==> config.mk <==
export PLATFORM = sky130hd
export DESIGN_NAME = brg_baud_gen
export DESIGN_NICKNAME = d
export VERILOG_FILES = /design/src/rtl/brg_pkg.sv /design/src/rtl/brg_unit_timer.sv /design/src/rtl/brg_phase_counter.sv /design/src/rtl/brg_baud_gen.sv
export SDC_FILE = /design/constraint.sdc
export NUM_CORES = 1
export LEC_CHECK = 0
export BUFFER_PORTS_ARGS = -buffer_cell sky130_fd_sc_hd__buf_2
export CORE_MARGIN = 3
export CORE_UTILIZATION = 50
export CTS_CLUSTER_SIZE = 14
export DETAILED_ROUTE_END_ITERATION = 8
export GPL_TIMING_DRIVEN = 0
export MAX_ROUTING_LAYER = met4
export PLACE_DENSITY = 0.83
export SYNTH_ARGS = -nofsm -noshare
export SYNTH_HDL_FRONTEND = slang
export SYNTH_SLANG_ARGS = --single-unit
==> constraint.sdc <==
create_clock -name clk -period 1.9 [get_ports clk]
set_input_delay 0.285 -clock clk [delete_from_list [all_inputs] [get_ports clk]]
set_output_delay 0.285 -clock clk [all_outputs]
set_load 0.02 [all_outputs]
==> src/rtl/brg_pkg.sv <==
package brg_pkg;

    typedef enum logic [1:0] {
        RATE_SYNC = 2'd0,
        RATE_FAST = 2'd1,
        RATE_SLOW = 2'd2
    } rate_e;

    // Synchronous selection overrides the speed selection.
    function automatic rate_e decode_rate(input logic sync_sel, input logic fast_sel);
        if (sync_sel) begin
            return RATE_SYNC;
        end
        if (fast_sel) begin
            return RATE_FAST;
        end
        return RATE_SLOW;
    endfunction

endpackage

==> src/rtl/brg_unit_timer.sv <==
// Counts divisor units of (N+1) input clocks.
module brg_unit_timer #(
    parameter int DIV_W = 8
) (
    input  logic             clk,
    input  logic             rst_n,
    input  logic             run_i,
    input  logic [DIV_W-1:0] div_i,
    output logic             unit_end_o
);

    typedef struct packed {
        logic [DIV_W-1:0] cnt;
    } state_t;

    state_t state_d, state_q;

    always_comb begin
        state_d    = state_q;
        unit_end_o = run_i && (state_q.cnt == div_i);
        if (!run_i || unit_end_o) begin
            state_d.cnt = '0;
        end else begin
            state_d.cnt = state_q.cnt + 1'b1;
        end
    end

    always_ff @(posedge clk) begin
        if (!rst_n) begin
            state_q <= '0;
        end else begin
            state_q <= state_d;
        end
    end

    // the divisor is reloaded only at a boundary, so the count never passes it
    a_r7_unit_in_range: assert property (@(posedge clk) disable iff (!rst_n)
        state_q.cnt <= div_i);

    // a stopped timer holds at zero
    a_r5_unit_idle_zero: assert property (@(posedge clk) disable iff (!rst_n)
        !run_i |=> (state_q.cnt == '0));

endmodule

==> src/rtl/brg_phase_counter.sv <==
// Counts divisor units within one bit period and derives period and sample ends.
module brg_phase_counter
    import brg_pkg::*;
#(
    parameter int SYNC_PRE   = 4,
    parameter int FAST_PRE   = 16,
    parameter int SLOW_PRE   = 64,
    parameter int OVERSAMPLE = 16
) (
    input  logic  clk,
    input  logic  rst_n,
    input  logic  run_i,
    input  logic  unit_end_i,
    input  rate_e rate_i,
    output logic  period_end_o,
    output logic  sub_end_o
);

    localparam int MAX_PRE0 = (SYNC_PRE > FAST_PRE) ? SYNC_PRE : FAST_PRE;
    localparam int MAX_PRE  = (MAX_PRE0 > SLOW_PRE) ? MAX_PRE0 : SLOW_PRE;
    localparam int PH_W     = (MAX_PRE > 2) ? $clog2(MAX_PRE) : 1;

    localparam logic [PH_W-1:0] SYNC_LAST = PH_W'(SYNC_PRE - 1);
    localparam logic [PH_W-1:0] FAST_LAST = PH_W'(FAST_PRE - 1);
    localparam logic [PH_W-1:0] SLOW_LAST = PH_W'(SLOW_PRE - 1);
    // Prescales are powers of two: sample spacing in units, minus one, as a mask.
    localparam logic [PH_W-1:0] FAST_MASK = PH_W'(FAST_PRE / OVERSAMPLE - 1);
    localparam logic [PH_W-1:0] SLOW_MASK = PH_W'(SLOW_PRE / OVERSAMPLE - 1);

    typedef struct packed {
        logic [PH_W-1:0] ph;
    } state_t;

    state_t          state_d, state_q;
    logic [PH_W-1:0] last_ph;
    logic [PH_W-1:0] sub_mask;
    logic            async_mode;

    always_comb begin
        case (rate_i)
            RATE_SYNC: begin last_ph = SYNC_LAST; sub_mask = '0;        async_mode = 1'b0; end
            RATE_FAST: begin last_ph = FAST_LAST; sub_mask = FAST_MASK; async_mode = 1'b1; end
            default:   begin last_ph = SLOW_LAST; sub_mask = SLOW_MASK; async_mode = 1'b1; end
        endcase

        period_end_o = unit_end_i && (state_q.ph == last_ph);
        sub_end_o    = unit_end_i && async_mode && ((state_q.ph & sub_mask) == sub_mask);

        state_d = state_q;
        if (!run_i || period_end_o) begin
            state_d.ph = '0;
        end else if (unit_end_i) begin
            state_d.ph = state_q.ph + 1'b1;
        end
    end

    always_ff @(posedge clk) begin
        if (!rst_n) begin
            state_q <= '0;
        end else begin
            state_q <= state_d;
        end
    end

    // the phase never runs past the last unit of the selected prescale
    a_r3_phase_in_range: assert property (@(posedge clk) disable iff (!rst_n)
        state_q.ph <= last_ph);

endmodule

==> src/rtl/brg_baud_gen.sv <==
module brg_baud_gen
    import brg_pkg::*;
#(
    parameter int DIV_W      = 8,
    parameter int SYNC_PRE   = 4,
    parameter int FAST_PRE   = 16,
    parameter int SLOW_PRE   = 64,
    parameter int OVERSAMPLE = 16
) (
    input  logic             clk,
    input  logic             rst_n,
    input  logic             port_en,
    input  logic             sync_sel,
    input  logic             fast_sel,
    input  logic [DIV_W-1:0] divisor,
    output logic             baud_tick,
    output logic             sample_tick
);

    typedef struct packed {
        logic             run;
        logic [DIV_W-1:0] div;
        rate_e            rate;
        logic             tick;
        logic             sub;
    } state_t;

    state_t state_d, state_q;
    logic   active;
    logic   restart;
    logic   unit_end;
    logic   period_end;
    logic   sub_end;

    brg_unit_timer #(
        .DIV_W (DIV_W)
    ) u_unit (
        .clk        (clk),
        .rst_n      (rst_n),
        .run_i      (active),
        .div_i      (state_q.div),
        .unit_end_o (unit_end)
    );

    brg_phase_counter #(
        .SYNC_PRE   (SYNC_PRE),
        .FAST_PRE   (FAST_PRE),
        .SLOW_PRE   (SLOW_PRE),
        .OVERSAMPLE (OVERSAMPLE)
    ) u_phase (
        .clk          (clk),
        .rst_n        (rst_n),
        .run_i        (active),
        .unit_end_i   (unit_end),
        .rate_i       (state_q.rate),
        .period_end_o (period_end),
        .sub_end_o    (sub_end)
    );

    always_comb begin
        active  = state_q.run && port_en;
        restart = port_en && !state_q.run;

        state_d      = state_q;
        state_d.run  = port_en;
        state_d.tick = period_end;
        state_d.sub  = sub_end;
        // Configuration is captured only at enable and at period boundaries.
        if (restart || period_end) begin
            state_d.div  = divisor;
            state_d.rate = decode_rate(sync_sel, fast_sel);
        end
    end

    always_ff @(posedge clk) begin
        if (!rst_n) begin
            state_q      <= '0;
            state_q.rate <= RATE_SLOW;
        end else begin
            state_q <= state_d;
        end
    end

    assign baud_tick   = state_q.tick;
    assign sample_tick = state_q.sub;

    // a disabled port yields no pulses on the following cycle
    a_r5_quiet_when_off: assert property (@(posedge clk) disable iff (!rst_n)
        !port_en |=> (!baud_tick && !sample_tick));

    // the period pulse lasts one cycle
    a_r8_single_cycle: assert property (@(posedge clk) disable iff (!rst_n)
        baud_tick |=> !baud_tick);

    // synchronous timing gives no sample pulses
    a_r6_sync_no_sample: assert property (@(posedge clk) disable iff (!rst_n)
        (state_q.rate == RATE_SYNC) |=> !sample_tick);

    // a restart begins a full period, so no pulse comes right after it
    a_r4_no_tick_on_start: assert property (@(posedge clk) disable iff (!rst_n)
        restart |=> !baud_tick);

endmodule

# Word-level counts from Yosys, hierarchy flattened
# Index checks and enable logic that the tools add are counted.
[word_totals]
regBits = 27
input_bits = 13
out_inout_bits = 2
[op_classes]
addsub = 2
eq_ne = 4
n_mux = 12
bitwise = 2
reduce_logical = 15
[op_table]
columns = ["cell", "count"]
rows = [
  ["one-hot mux 6 bit (2 select lines)", 1],
  ["2-to-1 mux 2 bit", 5],
  ["adder 8 x 1 -> 8 bit, second input constant", 1],
  ["== test 8 bit", 1],
  ["adder 6 x 1 -> 6 bit, second input constant", 1],
  ["AND 6 x 2 -> 6 bit", 1],
  ["== test 6 x 2 -> 1 bit", 1],
  ["== test 6 bit", 1],
  ["logical AND 1 bit", 6],
  ["2-to-1 mux 1 bit", 6],
  ["OR reduction 2 bit", 3],
  ["logical OR 1 bit", 3],
  ["== test 2 x 1 -> 1 bit, second input constant", 1],
  ["zero test 1 bit", 2],
  ["zero test 2 bit", 1],
  ["NOT 1 bit", 1],
]

# Logic depth before layout (Yosys ltp)
[depth]
depth_word = 10
ltp_mapped = 7

# Hierarchy
# Synthesis repeated with hierarchy kept, for this count alone.
[unflattened]
hier_cells = 132
hier_area_um2 = 1305.0
[by_module_without_submodules]
columns = ["module", "instances", "cells_each", "area_each_um2"]
rows = [
  ["brg_baud_gen", 1, 52, 508.0],
  ["brg_unit_timer", 1, 46, 470.5],
  ["brg_phase_counter", 1, 34, 326.6],
]

# Worst setup path before layout
# OpenSTA, ideal clock, no wires.
[synth_timing]
path_type = "register to register"
start = "register state_q[3] (netlist name)"
end = "register state_q[3] (netlist name)"
setup_time_ns = 0.093
arrival_ns = 1.811
path_slack_ns = -0.004
stages_incl_launch_ff = 7
path_buffers = 1
period_less_slack_ns = 1.904
cell_sequence = "dfxtp_1 > or4_4 > a221oi_4 > nand2_2 > o21a_1 > buf_6 > o311ai_2"
[synth_between]
elab_chain_cells = 5
[synth_rtl]
columns = ["element", "line", "rtl"]
rows = [
  ["start: declaration", "brg_baud_gen.sv:28", "state_t state_d, state_q;"],
  ["start signal: assignment", "brg_baud_gen.sv:80", "state_q <= state_d;"],
  ["== test 2 x 1 -> 1 bit or zero test 2 bit (tied branches)", "brg_phase_counter.sv:40", "case (rate_i)"],
  ["one-hot mux 6 bit (2 select lines) (*)", "brg_phase_counter.sv:40", ""],
  ["== test 6 bit (*)", "brg_phase_counter.sv:46", "period_end_o = unit_end_i && (state_q.ph == last_ph);"],
  ["logical AND 1 bit (*)", "brg_phase_counter.sv:46", ""],
  ["logical OR 1 bit (*)", "brg_baud_gen.sv:69", "if (restart || period_end) begin"],
]
# Every way passes the cells marked *; elsewhere a longest branch is shown, timed or not.
# A chain may end at the register's enable or synchronous reset.

# Final worst setup path
[layout_timing]
start = "register state_q[2] (netlist name)"
end = "register state_q[3] (netlist name)"
# The elaborated chain is that of the path after synthesis.

==> reports/summary.md <==
The tools report the final weighted congestion in routability-driven placement as 0.781. The critical path buffer and inverter count was 1; the max-cap check violation count was 0. The post-route fraction of the period consumed by the critical path came out at 106%. The tools report the area of the placeable core as 2300 sq um. From bottom edge to top edge, the die measures 56.3 um. Buffers inserted during clock tree synthesis total 3. The run gives -0.801 ns as the sum of negative setup slack. The number of global-route vias before repair was 941; the path depth of the worst reg2reg path was 6. Prior to clock tree synthesis, the placed netlist has a worst setup slack of -0.132 ns.

The maximum number of pins on one net before global-route repair is 15, and the number of setup violations in the final report is 11. Maximum level of the CTS H-tree: 1. The post-layout total power is 0.939 mW. Clock-pin slew was measured on the worst setup and hold paths at 0.14 ns. Synthesis handed over a netlist of 137 instances. At the worst endpoint, the arrival time is 2.26 ns. The initial standard-cell utilization of the core came out at 55.0%. The logs give 0.621 nW for the leakage power and 496 MHz for the maximum achievable frequency. The slack of the worst reg-to-reg path is -0.12 ns. The endpoint identified for the worst register-to-register timing path is state_q[3].

For this design the top-level I/O count stands at 15. The flow ran to the end, but the final reports show violations. The tools report the count of routing violations after the opening detailed-route iteration as 6. In this run the worst setup path terminates at state_q[3]. Counting every net in the synthesized netlist gives 152. The routed via count divided by cell count was 5.36. 0 antenna diodes ended up in the layout. The count of nets left with antenna violations once routing finished came out at 0. The first TritonRoute pass finished after 4 iterations. After filler insertion, the fill cell instance count of the layout stands at 208.

Yosys mapped the design onto 34 distinct sky130hd cell types. The global-route wire length before repair is 3.85 mm. In the final design database the tool counted 177 nets.

For the number of standard cells in the final layout excluding fillers, the log shows 189. Walking the worst path, the cells encountered are or4_4 > a221oi_4 > nand2_2 > o21a_1 > buf_6 > o311ai_4. The post-route netlist has 27.3% of its cells at a drive strength greater than 1.

During placement, the flow inserted port buffers numbering 14. Data on the critical path is required at its endpoint by 2.14 ns. The worst setup path is launched from a flip-flop. The floorplan has 17 rows.

The clock passes through at most 2 buffers. For the pin with the worst max-slew slack, the measured transition is 0.482 ns. The mapped netlist covers 1260 sq um. The leftover overflow at the end of global routing was 0. For this run, design rule violations remaining after detail routing come to 0. The critical path crosses 6 cells after its start point. For this design, the sink count on the clock tree is 27. The count of endpoints failing hold in the final timing report was 0. After legalization and detailed placement, the total HPWL measured 1.70 mm. Tracing the worst setup path back leads to its startpoint at state_q[2]. Clock skew on the completed layout was measured at 0.00589 ns.

Setup repair after global routing could not meet its margin everywhere. The power per standard cell area works out to 636 nW/um^2. The cell area after layout came out at 1480 sq um. Summing all placed instances gives a cell area of 1370 sq um.

The checks that failed: setup timing. Relative to the synthesized area, the layout overhead comes to 16.8%. The total global-route track usage was 15.5%; the biggest cell delay along the critical path was 0.54 ns.

The classification of the worst setup path was flip-flop to flip-flop. Clock latency on the worst-skew pair, taken at its later pin, is 0.32 ns. The final worst setup slack is -0.116 ns. The clock period minus worst slack came out at 2.02 ns. Once placement completed, the tool counted placed cells totaling 179. The min-delay analysis places its worst path in the category primary input to flip-flop. The mean area per synthesized cell is 9.22 sq um.

VDD sags by at most 0.000487 V. The worst register-to-register path begins at state_q[2]. TritonCTS built the clock tree.

Sum of routed wire length over all layers: 2.25 mm. For this design, the slowest cell found on the critical path is sky130_fd_sc_hd__or4_4. For this run, the number of Yosys warnings is 0. After synthesis the netlist holds a flip-flop and latch count of 27. The tools report the library cell used as clock root buffer as sky130_fd_sc_hd__clkbuf_4. The kind of cell adding the most delay to the critical path was compound AO/OA/AOI/OAI gates. The logs give 0 for the final number of max-transition violations and 1013 for the vias after detailed routing.

The number of antenna violations at the first check in global routing was 0. At the end of the flow the core is filled with cells to 64.2%. STA classifies the critical path endpoint as a flip-flop.

The top fanout value on the critical path came out at 6. The die is 56.3 um wide. In this run the tightest slew margin relative to its limit is 67.8%.

Dividing the detail-routed wire length by the instance count gives 11.9 um. Final hold analysis gives a worst-case slack of 0.184 ns. The floorplan step defined a die boundary enclosing 3160 sq um. The library cells used most frequently in the layout, excluding fill and tap cells, are sky130_fd_sc_hd__nand2_1 (22), sky130_fd_sc_hd__dfxtp_1 (22), sky130_fd_sc_hd__buf_2 (15).

The run gives 42.8% as the share of synthesized area occupied by flip-flops and latches.
-- cells in the mapped netlist (all sizes together) --
cell type / number / area share, %
ha: 2 / 2.0
or4: 1 / 0.89
clkbuf: 2 / 0.59
nor2: 9 / 2.7
and2b: 3 / 2.1
xnor2: 1 / 0.69
nand2: 23 / 7.0
buf: 1 / 0.89
o21a: 1 / 0.59
nand3: 9 / 3.6
a221oi: 1 / 2.1
nand2b: 1 / 0.50
nor4: 2 / 0.99
nor3b: 1 / 0.59
xor2: 13 / 9.0
nor3: 1 / 0.40
o21ai: 4 / 1.6
nand4: 1 / 0.50
and3: 3 / 1.5
nand4bb: 1 / 0.89
inv: 2 / 0.59
and2: 1 / 0.50
nand3b: 1 / 0.59
o311ai: 1 / 1.3
or2: 1 / 0.50
a21oi: 6 / 2.4
dfxtp: 27 / 43
or3: 4 / 2.1
a31oi: 1 / 0.50
mux2i: 9 / 7.1
o211ai: 2 / 1.2
or3b: 2 / 1.4
-- cell families (layout without fill, tap and decap cells) --
| logic type | Yosys count | after routing | synth area share (%) |
|---|---|---|---|
| buf+inv | 5 | 29 | 2.08 |
| compound gates | 16 | 16 | 9.61 |
| mux | 9 | 9 | 7.14 |
| simple gates | 64 | 64 | 26.7 |
| flops | 27 | 27 | 42.8 |
| fa+ha+maj | 2 | 2 | 1.98 |
| xor+xnor | 14 | 14 | 9.71 |
-- final cells by class --
class	count	area, sq um	area share [%]
tap	28	35.0	2.37
inverter	2	7.51	0.509
sequential	27	549	37.2
clock buffer	4	26.3	1.78
timing repair buffer	20	113	7.63
multi-input combinational	105	726	49.2
buffer	3	18.8	1.27
-- metal layers --
metal,vias to the layer above,track usage [%],share of wire [%]
met5,-,-,0
li1,526,-,-
met2,18,25.4,50
met3,2,3.45,4.1
met1,467,18.4,45
met4,0,6.10,0.76
-- flip-flops by register name, indices dropped and copies added (netlist names) --
name / count
u_phase.state_q: 6
state_q: 11
u_unit.state_q: 8
sample_tick: 1
baud_tick: 1
-- worst min-delay path: cells and delay by family --
kind,cells,cell delay (ns)
muxes,1,0.05
buffers and inverters,1,0.09
and+or+nand+nor,1,0.04
-- how the worst min path moves through the flow --
| stage | depth (start not counted) | startpoint | endpoint |
|---|---|---|---|
| after floorplan | 1 | sync_sel | state_q[3] |
| after global placement | 2 | state_q[8] | state_q[8] |
| after detailed placement | 2 | state_q[11] | state_q[11] |
| after CTS | 3 | divisor[5] | state_q[9] |
| after global routing | 2 | sync_sel | state_q[3] |
| final | 3 | divisor[5] | state_q[9] |
-- power breakdown --
part           total [mW]  internal (mW)  leakage (nW)  switching (mW)
logic               0.105         0.0497         0.383          0.0555
registers           0.593          0.580         0.222          0.0131
clock network       0.240         0.0821        0.0150           0.158
total               0.939          0.712         0.621           0.227
-- repair_timing --
item	in CTS	in global routing
endpoints found under the hold margin	0	0
gates resized for setup	6	7
endpoints found under the setup margin	15	16
buffers inserted	3	2
pin swaps	1	7
hold buffers	0	0
cloned	0	1
(Power assumes the default switching activity.)
